## src/rtl/pwm_cmp_pkg.sv

```systemverilog
package pwm_cmp_pkg;
  localparam int unsigned PHASE_W_DEF = 16;
  localparam int unsigned RES_W_DEF   = 4;

  typedef struct packed {
    logic [PHASE_W_DEF-1:0] delay;
    logic [PHASE_W_DEF-1:0] duty;
  } edge_cfg_t;
endpackage

```

## src/rtl/pwm_res_mask.sv

```systemverilog
module pwm_res_mask #(
  parameter int unsigned W  = 16,
  parameter int unsigned RW = 4
) (
  input  logic [RW-1:0] res,
  input  logic [W-1:0]  val,
  output logic [W-1:0]  masked
);
  // Bit i is kept when it is among the top (res+1) bits.
  for (genvar i = 0; i < W; i++) begin : g_bit
    localparam int unsigned THR = W - 1 - i;
    assign masked[i] = val[i] & (32'(res) >= THR);
  end
endmodule

```

## src/rtl/pwm_shadow_regs.sv

```systemverilog
module pwm_shadow_regs
  import pwm_cmp_pkg::*;
#(
  parameter int unsigned W = PHASE_W_DEF
) (
  input  logic         clk,
  input  logic         rst,
  input  logic         load,
  input  logic [W-1:0] delay_new,
  input  logic [W-1:0] duty_new,
  output logic [W-1:0] delay_q,
  output logic [W-1:0] duty_q,
  output logic [W-1:0] delay_act,
  output logic [W-1:0] duty_act
);
  always_ff @(posedge clk) begin
    if (rst) begin
      delay_q <= '0;
      duty_q  <= '0;
    end else if (load) begin
      delay_q <= delay_new;
      duty_q  <= duty_new;
    end
  end

  // At a boundary the fresh values already govern this edge.
  always_comb begin
    delay_act = load ? delay_new : delay_q;
    duty_act  = load ? duty_new  : duty_q;
  end
endmodule

```

## src/rtl/pwm_window_cmp.sv

```systemverilog
module pwm_window_cmp #(
  parameter int unsigned W = 16
) (
  input  logic         clk,
  input  logic         rst,
  input  logic [W-1:0] phase_m,
  input  logic [W-1:0] delay_act,
  input  logic [W-1:0] duty_act,
  input  logic         enable,
  input  logic         invert,
  output logic         pulse_q
);
  logic [W-1:0] offset;
  logic         in_window;
  logic         level;

  always_comb begin
    offset    = phase_m - delay_act;   // modulo 2^W wrap
    in_window = offset < duty_act;
    level     = enable ? (in_window ^ invert) : invert;
  end

  always_ff @(posedge clk) begin
    if (rst) pulse_q <= 1'b0;
    else     pulse_q <= level;
  end
endmodule

```

## src/rtl/pwm_edge_cmp.sv

```systemverilog
module pwm_edge_cmp
  import pwm_cmp_pkg::*;
#(
  parameter int unsigned PHASE_W = PHASE_W_DEF,
  parameter int unsigned RES_W   = RES_W_DEF
) (
  input  logic               clk,
  input  logic               rst,
  input  logic [PHASE_W-1:0] phase_i,
  input  logic [RES_W-1:0]   res_i,
  input  logic [PHASE_W-1:0] delay_i,
  input  logic [PHASE_W-1:0] duty_i,
  input  logic               enable_i,
  input  logic               invert_i,
  output logic               pulse_o
);
  logic [PHASE_W-1:0] phase_m, delay_m, duty_m;
  logic [PHASE_W-1:0] delay_q, duty_q, delay_act, duty_act;
  logic               boundary;

  pwm_res_mask #(.W(PHASE_W), .RW(RES_W)) u_mask_phase (
    .res(res_i), .val(phase_i), .masked(phase_m));
  pwm_res_mask #(.W(PHASE_W), .RW(RES_W)) u_mask_delay (
    .res(res_i), .val(delay_i), .masked(delay_m));
  pwm_res_mask #(.W(PHASE_W), .RW(RES_W)) u_mask_duty (
    .res(res_i), .val(duty_i), .masked(duty_m));

  assign boundary = (phase_m == '0);

  pwm_shadow_regs #(.W(PHASE_W)) u_shadow (
    .clk(clk), .rst(rst), .load(boundary),
    .delay_new(delay_m), .duty_new(duty_m),
    .delay_q(delay_q), .duty_q(duty_q),
    .delay_act(delay_act), .duty_act(duty_act));

  pwm_window_cmp #(.W(PHASE_W)) u_cmp (
    .clk(clk), .rst(rst), .phase_m(phase_m),
    .delay_act(delay_act), .duty_act(duty_act),
    .enable(enable_i), .invert(invert_i), .pulse_q(pulse_o));
endmodule

```

## config.mk

```make
export PLATFORM = sky130hd
export DESIGN_NAME = pwm_edge_cmp
export DESIGN_NICKNAME = d
export VERILOG_FILES = /design/src/rtl/pwm_cmp_pkg.sv /design/src/rtl/pwm_res_mask.sv /design/src/rtl/pwm_shadow_regs.sv /design/src/rtl/pwm_window_cmp.sv /design/src/rtl/pwm_edge_cmp.sv
export SDC_FILE = /design/constraint.sdc
export NUM_CORES = 1
export LEC_CHECK = 0
export ABC_AREA = 1
export BUFFER_PORTS_ARGS = -buffer_cell sky130_fd_sc_hd__buf_2
export CAP_MARGIN = 40
export CORE_ASPECT_RATIO = 1.25
export CORE_UTILIZATION = 25
export DETAILED_ROUTE_END_ITERATION = 12
export PLACE_DENSITY = 0.39
export REMOVE_ABC_BUFFERS = 1
export SYNTH_ARGS = -nofsm -noshare
export SYNTH_HDL_FRONTEND = slang
export SYNTH_SLANG_ARGS = --single-unit
```

## constraint.sdc

```tcl
create_clock -name clk -period 5.6 [get_ports clk]
set_clock_uncertainty 0.1 [all_clocks]
set_input_delay 0.28 -clock clk [delete_from_list [all_inputs] [get_ports clk]]
set_output_delay 0.28 -clock clk [all_outputs]
set_load 0.005 [all_outputs]
```

==> impl_metrics.ini, run 1 <==
[yosys]
syn_area_mm2 = 0.002983
syn_inst = 493
ys_seq_area_frac = 0.2215
post_synth_num_cell_types = 41
yosysWarnings = 0
synth_top_cell_by_area = dfxtp_1
synth.avg_cell_area_um2 = 6.050
synthTopCellsByArea = dfxtp_1, nand2_1, ha_1
synth_top_area_frac = 0.2215
ys_ff_latch = 33

[layout]
fillers = 1331
fin_area_mm2 = 0.003545
drive_gt1_frac = 0.1615
final_common_cell = nand2_1
antenna_cells = 0
synthToLayoutAreaGrowth_pct = 18.83
mostFrequentLayoutCells = nand2_1, inv_1, nor2_1
final_nets = 629

[power]
p_comb_frac = 0.280
ir_worst_vdd_mv = 0.1035
pwr-share-clk = 0.391
leakage_nw = 1.849
p_sw_mw = 0.2325
p_seq_frac = 0.329
swShare = 0.3231
powerDensity_mw_per_mm2 = 203.0
p_int_mw = 0.4870

[clock_network]
clk_pin_slew_ns = 0.05
numCtsBuffers = 5
ctsHoldBuffers = 0
cts_sinks = 33
insertion_delay_ns = 0.28
post_cts_resized = 0
cts_buffer_depth = 2
cts-root-buf = clkbuf_16
htree_levels = 2
postCtsSetupRepairBufs = 0
tritoncts = done

[timing]
post-route-period-util = 0.7787
finalMaxSlewViolations = 0
fin_hold_ws_ns = 0.1445
worst_pin_slew_ns = 0.7032
fin_setup_tns_ns = 0
setup_viol = 0
maxSlewHeadroom = 0.5312
final.min_clock_period_ns = 4.361
fmax_ghz = 0.2293
hold_violations = 0
rsz0062_at_grt = no
setup_ws_ns = 1.239

[critical_path]
critPathArrivalTime_ns = 4.44
critPathLaunchType = input pin
cp.required_ns = 5.67
path_class = in2reg
critPathMaxFanout = 47
end_kind = flip-flop

[global_route]
grt_overflow = 0
grt_max_degree = 48
grt_use_total = 0.1656
grt_pass1_vias = 3003
grt_pass1_wl_um = 15350
antenna_found_initial = 0

[detailed_routing]
wl_um = 9418
dr.pass1.iters = 4
drc = 0
num_vias = 3071
drt-initial-drc-count = 107
vias_per_cell = 4.350
antenna_left = 0
wire_per_inst_um = 13.34

[floorplanning]
coreArea_mm2 = 0.01162
die_h_um = 124.1
fp.dieW_um = 99.70
io_pins = 57
rows = 44
dieArea_mm2 = 0.01238
initial_core_util = 0.2568

[place]
dp_hpwl_um = 7830
numPortBuffers = 56
gp_congestion = 0.8741
place_ws_ns = 0.9295
dpl_cell_area_mm2 = 0.003402

[run_status]
outcome = complete, no violations

[run]
drv_cap = 0

[worst_hold_path]
hold_path.class = in2reg
[cells in the mapped netlist]
library cell  number
o21ai_0           31
a21oi_1           16
buf_6              3
o21ai_1            1
nand3_1           23
nor2_1            59
o21bai_1           1
o21ai_2            3
nand3_2            1
mux2i_1            2
o211ai_2           1
buf_1              1
inv_2              4
nor3b_1            1
nand2_2            7
buf_2              2
nor2_4             3
nor3_1             3
and2_1             1
a31oi_1            2
and3_1             1
a21oi_2            1
nand4_1            7
inv_1             78
xor2_1             5
nor2_2             2
xnor2_1            1
fa_1               1
and2_0             1
clkbuf_1           6
nand2_1          152
a211oi_1           4
nand4_4            1
nor4_1             1
a21boi_2           1
ha_1              27
a21boi_0           1
nand2_4            1
nand3b_1           3
dfxtp_1           33
clkinv_1           1
[layout make-up]
cell class              instances  area (µm²)  share of cell area
inverters                      83       311.5             0.08789
well taps                     161       201.4             0.05683
multi-input cells             365        1941              0.5475
flip-flops and latches         33       660.6              0.1864
clock buffers                   7       142.6             0.04024
repair buffers                 57       287.8             0.08119
[metrics by stage]
stage / cells / power, mW / util
2_1_floorplan: 481 / 0.3743 / -
3_3_place_gp: 699 / 0.4460 / 0.2929
3_5_place_dp: 699 / 0.4454 / 0.2929
4_1_cts: 706 / 0.7348 / 0.3051
6_report: 706 / 0.7194 / 0.3051
5_1_grt: 706 / 0.7736 / 0.3051
[metal layers]
layer / vias up / track usage / wire (µm)
met5: - / 0 / 0
met4: 0 / 0.07904 / 348
met3: 19 / 0.02581 / 406
met2: 64 / 0.3039 / 4725
met1: 1345 / 0.1866 / 3938
li1: 1643 / - / -
[final timing paths]
kind | end | startpoint | cells past startpoint | slack, ns
worst max-delay path | u_cmp.pulse_q$_SDFF_PP0_ | res_i[3] | 23 | 1.24
worst min-delay path | u_cmp.pulse_q$_SDFF_PP0_ | invert_i | 3 | 0.14
worst max register to register | u_cmp.pulse_q$_SDFF_PP0_ | u_shadow.delay_q[2]$_SDFF_PP0_ | 23 | 2.39
worst min register to register | u_shadow.duty_q[0]$_SDFF_PP0_ | u_shadow.duty_q[0]$_SDFF_PP0_ | 2 | 0.38
[cells by family after synthesis]
family	after synthesis	share of synthesized area
multiplexers	2	0.006712
XOR/XNOR	6	0.01762
adder cells (fa/ha/maj)	28	0.1200
AO/OA/AOI/OAI	62	0.1195
flip-flops	33	0.2215
buffers and inverters	95	0.1279
AND/OR/NAND/NOR	267	0.3867
[critical path, stage by stage]
cell and delay, ns:
buf_2 0.20, nor2_2 0.21, nand2_1 0.15, nand2_1 0.11
nand2_1 0.09, nor2_1 0.18, nand4_4 0.21, buf_4 0.34
o21ai_0 0.21, inv_1 0.09, ha_1 0.37, a21oi_1 0.30
o21ai_0 0.20, a211oi_1 0.35, nand2_1 0.09, nand2_1 0.06
nand2_1 0.07, ha_1 0.30, nand2_1 0.06, nor4_1 0.22
nand2_1 0.10, a21oi_1 0.14, nor2_1 0.06
[flip-flops by register name (all words and copies together) (netlist names)]
| name | flops |
|---|---|
| u_shadow.delay_q | 16 |
| u_shadow.duty_q | 16 |
| u_cmp.pulse_q | 1 |
[power by group through the flow]
stage	clock network, mW	logic [mW]	registers, mW
6_report	0.281	0.201	0.237
5_1_grt	0.303	0.234	0.237
4_1_cts	0.294	0.205	0.237
3_5_place_dp	0	0.204	0.242
3_3_place_gp	0	0.204	0.242
2_1_floorplan	0	0.132	0.242
Note: power is estimated with default switching activity, not from simulation.
==> inputs of run 2 (changes only) <==
--- a/config.mk
+++ b/config.mk
@@ -5,13 +5,13 @@
 export SDC_FILE = /design/constraint.sdc
 export NUM_CORES = 1
 export LEC_CHECK = 0
-export ABC_AREA = 1
+export ABC_AREA = 0
 export BUFFER_PORTS_ARGS = -buffer_cell sky130_fd_sc_hd__buf_2
 export CAP_MARGIN = 40
 export CORE_ASPECT_RATIO = 1.25
 export CORE_UTILIZATION = 25
 export DETAILED_ROUTE_END_ITERATION = 12
-export PLACE_DENSITY = 0.39
+export PLACE_DENSITY = 0.4
 export REMOVE_ABC_BUFFERS = 1
 export SYNTH_ARGS = -nofsm -noshare
 export SYNTH_HDL_FRONTEND = slang
==> constraint.sdc (replaced) <==
create_clock -name clk -period 4.4 [get_ports clk]
set_clock_uncertainty 0.1 [all_clocks]
set_input_delay 0.22 -clock clk [delete_from_list [all_inputs] [get_ports clk]]
set_output_delay 0.22 -clock clk [all_outputs]
set_load 0.005 [all_outputs]
==> impl_metrics.ini, run 2 <==
[run_status]
outcome = finished, violations left
failed_checks = DRC, setup timing

[detailed_routing]
drt-initial-drc-count = 69
dr.pass1.iters = 8
vias_per_cell = 4.818
wl_um = 9825
drc = 2
num_vias = 3069
wire_per_inst_um = 15.42
antenna_left = 0

[place]
numPortBuffers = 56
dp_hpwl_um = 7944
place_ws_ns = -0.9348
gp_congestion = 0.7973

[clock_network]
cts_buffer_depth = 2
tritoncts = done
htree_levels = 2
clk_pin_slew_ns = 0.05
cts-root-buf = clkbuf_16
cts_sinks = 33
insertion_delay_ns = 0.28
numCtsBuffers = 5

[power]
pwr-share-clk = 0.348
p_int_mw = 0.7110
leakage_nw = 1.946
ir_worst_vdd_mv = 0.1132
p_sw_mw = 0.2992
swShare = 0.2962
p_total_mw = 1.010
powerDensity_mw_per_mm2 = 235.2
p_seq_frac = 0.299
p_comb_frac = 0.352

[yosys]
yosysWarnings = 0
post_synth_num_cell_types = 61
ys_seq_area_frac = 0.2341
syn_inst = 361
synth.avg_cell_area_um2 = 7.816
synth_top_cell_by_area = dfxtp_1
synth_most_common_cell = nor2_1
synth_edf_count = 0
ys_ff_latch = 33
synth_common_cells = nor2_1, a21oi_1, dfxtp_1
async_flop_share = 0
synthTopCellsByArea = dfxtp_1, ha_1, a21oi_1
ys.flop_type = dfxtp_1
synth_top_area_frac = 0.2341
syn_area_mm2 = 0.002821

[timing]
setup_ws_ns = -0.2298
finalMaxSlewViolations = 0
post-route-period-util = 1.052
hold_violations = 0
fmax_ghz = 0.2160
setup_viol = 1
worst_pin_slew_ns = 0.6988
fin_setup_tns_ns = -0.2298
maxSlewHeadroom = 0.5341
final.min_clock_period_ns = 4.630
rsz0062_at_grt = yes

[layout]
antenna_cells = 0
mostFrequentLayoutCells = buf_4, nor2_1, buf_2
drive_gt1_frac = 0.4064
final_nets = 586
fillers = 1200
synthToLayoutAreaGrowth_pct = 52.24
final_common_cell = buf_4
top_regs = u_shadow.delay_q (16), u_shadow.duty_q (16), u_cmp.pulse_q (1)

[worst_hold_path]
hold_depth = 3
hold_path.class = in2reg

[critical_path]
path_common_cell = a21o_1
critPathArrivalTime_ns = 4.67
cp.required_ns = 4.44
cp_num_buf_inv = 2
slowest_stage = and4b_4
crit_cells = 27
critPathMaxStageDelay_ns = 0.40
worstRegToRegCells = 24
critPathMaxFanout = 9
critPathLaunchType = input pin
end_kind = flip-flop
path_class = in2reg
crit_family = compound AO/OA/AOI/OAI gates

[global_route]
grt_pass1_wl_um = 15530
grt_use_total = 0.1709
grt_pass1_vias = 3153
grt_max_degree = 34
antenna_found_initial = 0
grt_overflow = 0

[floorplanning]
io_pins = 57
initial_core_util = 0.2558
rows = 43
fp.dieW_um = 97.02
dieArea_mm2 = 0.01172
coreArea_mm2 = 0.01103
die_h_um = 120.8

[run]
drv_cap = 0
run 2: cell count changes after synthesis, sizes merged, moves of 7 or more:
cell,before,now
a21o,0,15
nor3b,1,10
and3,1,16
nor2,64,53
nor2b,0,9
xnor2,1,8
o21ai,35,16
nand3,24,12
a21oi,17,47
inv,82,9
nand2,160,23
run 2: tightest hold or removal path, delay by kind of cell:
kind / cells / cell delay (ns)
xor+xnor: 1 / 0.06
buf+inv: 1 / 0.10
simple gates: 1 / 0.07
run 2: final cells by class:
class / count / area, µm² / area share
tap: 135 / 168.9 / 0.03932
multi-input combinational: 302 / 2211 / 0.5147
inverter: 9 / 33.78 / 0.007865
timing repair buffer: 151 / 1079 / 0.2511
sequential: 33 / 660.6 / 0.1538
clock buffer: 7 / 142.6 / 0.03321
run 2: kinds of logic (layout without fill, tap and decap cells):
kind of cell    count (synthesis)  after routing  share of synthesized area
buf+inv                        26            167                    0.04213
simple gates                  147            147                     0.2749
xor+xnor                       13             13                    0.04036
fa+ha+maj                      28             28                     0.1268
compound gates                112            112                     0.2745
mux                             2              2                   0.007096
flops                          33             33                     0.2341
run 2: stage by stage:
step                      hold WS [ns]  cell area, µm²    util  instances
after global routing            0.1121            4295  0.3895        637
after global placement          0.3632            3874  0.3512        625
after detailed placement        0.3755            3874  0.3512        625
after CTS                       0.1014            4227  0.3832        636
final                          0.09614            4295  0.3895        637
after floorplan                 0.1891            2736       -        344
run 2: repair_timing:
item | 4_1_cts | 5_1_grt
cloned | 0 | 0
resized for setup | 46 | 13
setup endpoints to repair | 1 | 1
hold buffers | 0 | 0
buffers inserted | 4 | 1
pin swaps | 38 | 6
run 2: per-layer routing:
metal,routed length (µm),GRT usage,share of wire
met3,211,0.02197,0.021
met4,354,0.08116,0.036
met5,0,0,0
met2,5237,0.3288,0.53
met1,4021,0.1824,0.41
run 2: worst paths after layout:
check / from / to / slack (ns)
max: res_i[0] / u_cmp.pulse_q$_SDFF_PP0_ / -0.23
min: invert_i / u_cmp.pulse_q$_SDFF_PP0_ / 0.1
max reg2reg: u_shadow.delay_q[0]$_SDFF_PP0_ / u_cmp.pulse_q$_SDFF_PP0_ / 0.32
min reg2reg: u_shadow.duty_q[3]$_SDFF_PP0_ / u_shadow.duty_q[3]$_SDFF_PP0_ / 0.38
run 2: power by group through the flow:
stage	clock, mW	combinational [mW]	sequential, mW
2_1_floorplan	0	0.161	0.308
3_3_place_gp	0	0.330	0.309
3_5_place_dp	0	0.329	0.309
4_1_cts	0.367	0.352	0.302
5_1_grt	0.376	0.392	0.302
6_report	0.352	0.356	0.302
==> inputs of run 3 (changes only) <==
--- a/config.mk
+++ b/config.mk
@@ -11,6 +11,7 @@
 export CORE_ASPECT_RATIO = 1.25
 export CORE_UTILIZATION = 25
 export DETAILED_ROUTE_END_ITERATION = 12
+export MAX_ROUTING_LAYER = met4
 export PLACE_DENSITY = 0.4
 export REMOVE_ABC_BUFFERS = 1
 export SYNTH_ARGS = -nofsm -noshare
==> impl_metrics.ini, run 3 (synthesis gave the netlist of run 2 again) <==
[run_status]
outcome = finished, violations left
failed_checks = DRC, setup timing

[detailed_routing]
drc = 2
drt-initial-drc-count = 68
antenna_left = 0
dr.pass1.iters = 8
num_vias = 3064
wl_um = 9832
vias_per_cell = 4.810
wire_per_inst_um = 15.43

[worst_hold_path]
hold_depth = 3
min_from = invert_i
hold_end = u_cmp.pulse_q$_SDFF_PP0_
hold_path.class = in2reg

[timing]
hold_violations = 0
rsz0062_at_grt = yes
post-route-period-util = 1.052
worst_pin_slew_ns = 0.6984
finalMaxSlewViolations = 0
final.min_clock_period_ns = 4.631
fmax_ghz = 0.2159
setup_viol = 1
maxSlewHeadroom = 0.5344
setup_ws_ns = -0.2308

[clock_network]
cts_sinks = 33
cts-root-buf = clkbuf_16
numCtsBuffers = 5
insertion_delay_ns = 0.28
htree_levels = 2
cts_buffer_depth = 2
tritoncts = done
ctsHoldBuffers = 0
clk_pin_slew_ns = 0.05

[run]
drv_cap = 0

[floorplanning]
coreArea_mm2 = 0.01103
dieArea_mm2 = 0.01172
die_h_um = 120.8
io_pins = 57
initial_core_util = 0.2558
rows = 43
fp.dieW_um = 97.02

[global_route]
grt_max_degree = 34
antenna_found_initial = 0
grt_use_total = 0.1758
grt_overflow = 0
grt_pass1_wl_um = 15540
grt_pass1_vias = 3162

[layout]
antenna_cells = 0
mostFrequentLayoutCells = buf_4, nor2_1, buf_2
final_common_cell = buf_4
final_nets = 586
drive_gt1_frac = 0.4064
synthToLayoutAreaGrowth_pct = 52.24
top_regs = u_shadow.delay_q (16), u_shadow.duty_q (16), u_cmp.pulse_q (1)

[power]
ir_worst_vdd_mv = 0.1131
powerDensity_mw_per_mm2 = 235.2
leakage_nw = 1.946
p_int_mw = 0.7110
pwr-share-clk = 0.348
p_sw_mw = 0.2994
p_comb_frac = 0.353
swShare = 0.2963
p_total_mw = 1.010
p_seq_frac = 0.299

[critical_path]
reg2reg_from = u_shadow.delay_q[0]$_SDFF_PP0_
cp.required_ns = 4.44
r2r_slack_ns = 0.32
worstReg2RegEnd = u_cmp.pulse_q$_SDFF_PP0_
worstRegToRegCells = 24
path_class = in2reg
critPathArrivalTime_ns = 4.67
end_kind = flip-flop
critPathMaxFanout = 9
critPathLaunchType = input pin

[place]
numPortBuffers = 56
place_ws_ns = -0.9348
gp_congestion = 0.8087
dp_hpwl_um = 7944
==> run 3: critical path, stage by stage <==
cell and delay, ns:
buf_12 0.12, a41oi_2 0.19, o2111ai_2 0.13, and4b_4 0.40, nand2_8 0.09, nor2_4 0.11, a21oi_4 0.04, ha_1 0.27
a21o_1 0.16, a21o_1 0.16, o22ai_1 0.11, o22ai_1 0.11, a21boi_2 0.20, o21ai_2 0.11, buf_4 0.15, a31oi_2 0.20
nand2_1 0.12, xor2_2 0.16, ha_1 0.30, a21o_1 0.18, a21o_1 0.14, a21o_1 0.15, a21o_1 0.15, a221o_1 0.35
a41oi_2 0.18, xnor2_1 0.13, nor2_1 0.05
==> run 3: final cells by class <==
cell class,instances,area [µm²]
clock buffers,7,142.6
inverters,9,33.78
flip-flops and latches,33,660.6
repair buffers,151,1079
multi-input cells,302,2211
well taps,135,168.9
fillers,1200,6734
==> run 3: how the worst max path moves through the flow <==
stage                    start                       end  slack, ns  depth (start not counted)
floorplan           phase_i[0]  u_cmp.pulse_q$_SDFF_PP0_      -0.66                         27
global placement      res_i[1]  u_cmp.pulse_q$_SDFF_PP0_      -0.83                         28
detailed placement    res_i[1]  u_cmp.pulse_q$_SDFF_PP0_      -0.93                         28
CTS                 phase_i[0]  u_cmp.pulse_q$_SDFF_PP0_      -0.22                         28
global route          res_i[0]  u_cmp.pulse_q$_SDFF_PP0_      -0.44                         28
finish                res_i[0]  u_cmp.pulse_q$_SDFF_PP0_      -0.23                         27
==> run 3: layer usage <==
metal	vias up	global-route usage	wire (µm)
met1	1417	0.1824	4024
met5	-	-	0
met2	44	0.3288	5230
li1	1585	-	-
met4	0	0.08116	354
met3	18	0.02254	222
==> run 3: timing repair <==
action | in CTS | in global routing
gates resized for setup | 46 | 13
pin swaps | 38 | 6
setup buffers | 4 | 1
endpoints found under the setup margin | 1 | 1
==> run 3: power groups by stage <==
stage               registers [mW]  logic [mW]  clock network, mW
floorplan                    0.308       0.161                  0
global placement             0.309       0.330                  0
detailed placement           0.309       0.329                  0
CTS                          0.302       0.352              0.367
global route                 0.302       0.392              0.376
finish                       0.302       0.356              0.352
==> run 3: metrics by stage <==
step | hold slack, ns | util | cells | setup TNS [ns] | instance area [µm²]
2_1_floorplan | 0.1891 | - | 344 | -0.6569 | 2736
3_3_place_gp | 0.3632 | 0.3512 | 625 | -0.8288 | 3874
3_5_place_dp | 0.3755 | 0.3512 | 625 | -0.9348 | 3874
4_1_cts | 0.1014 | 0.3832 | 636 | -0.2178 | 4227
5_1_grt | 0.1121 | 0.3895 | 637 | -0.4375 | 4295
6_report | 0.1014 | 0.3895 | 637 | -0.2308 | 4295
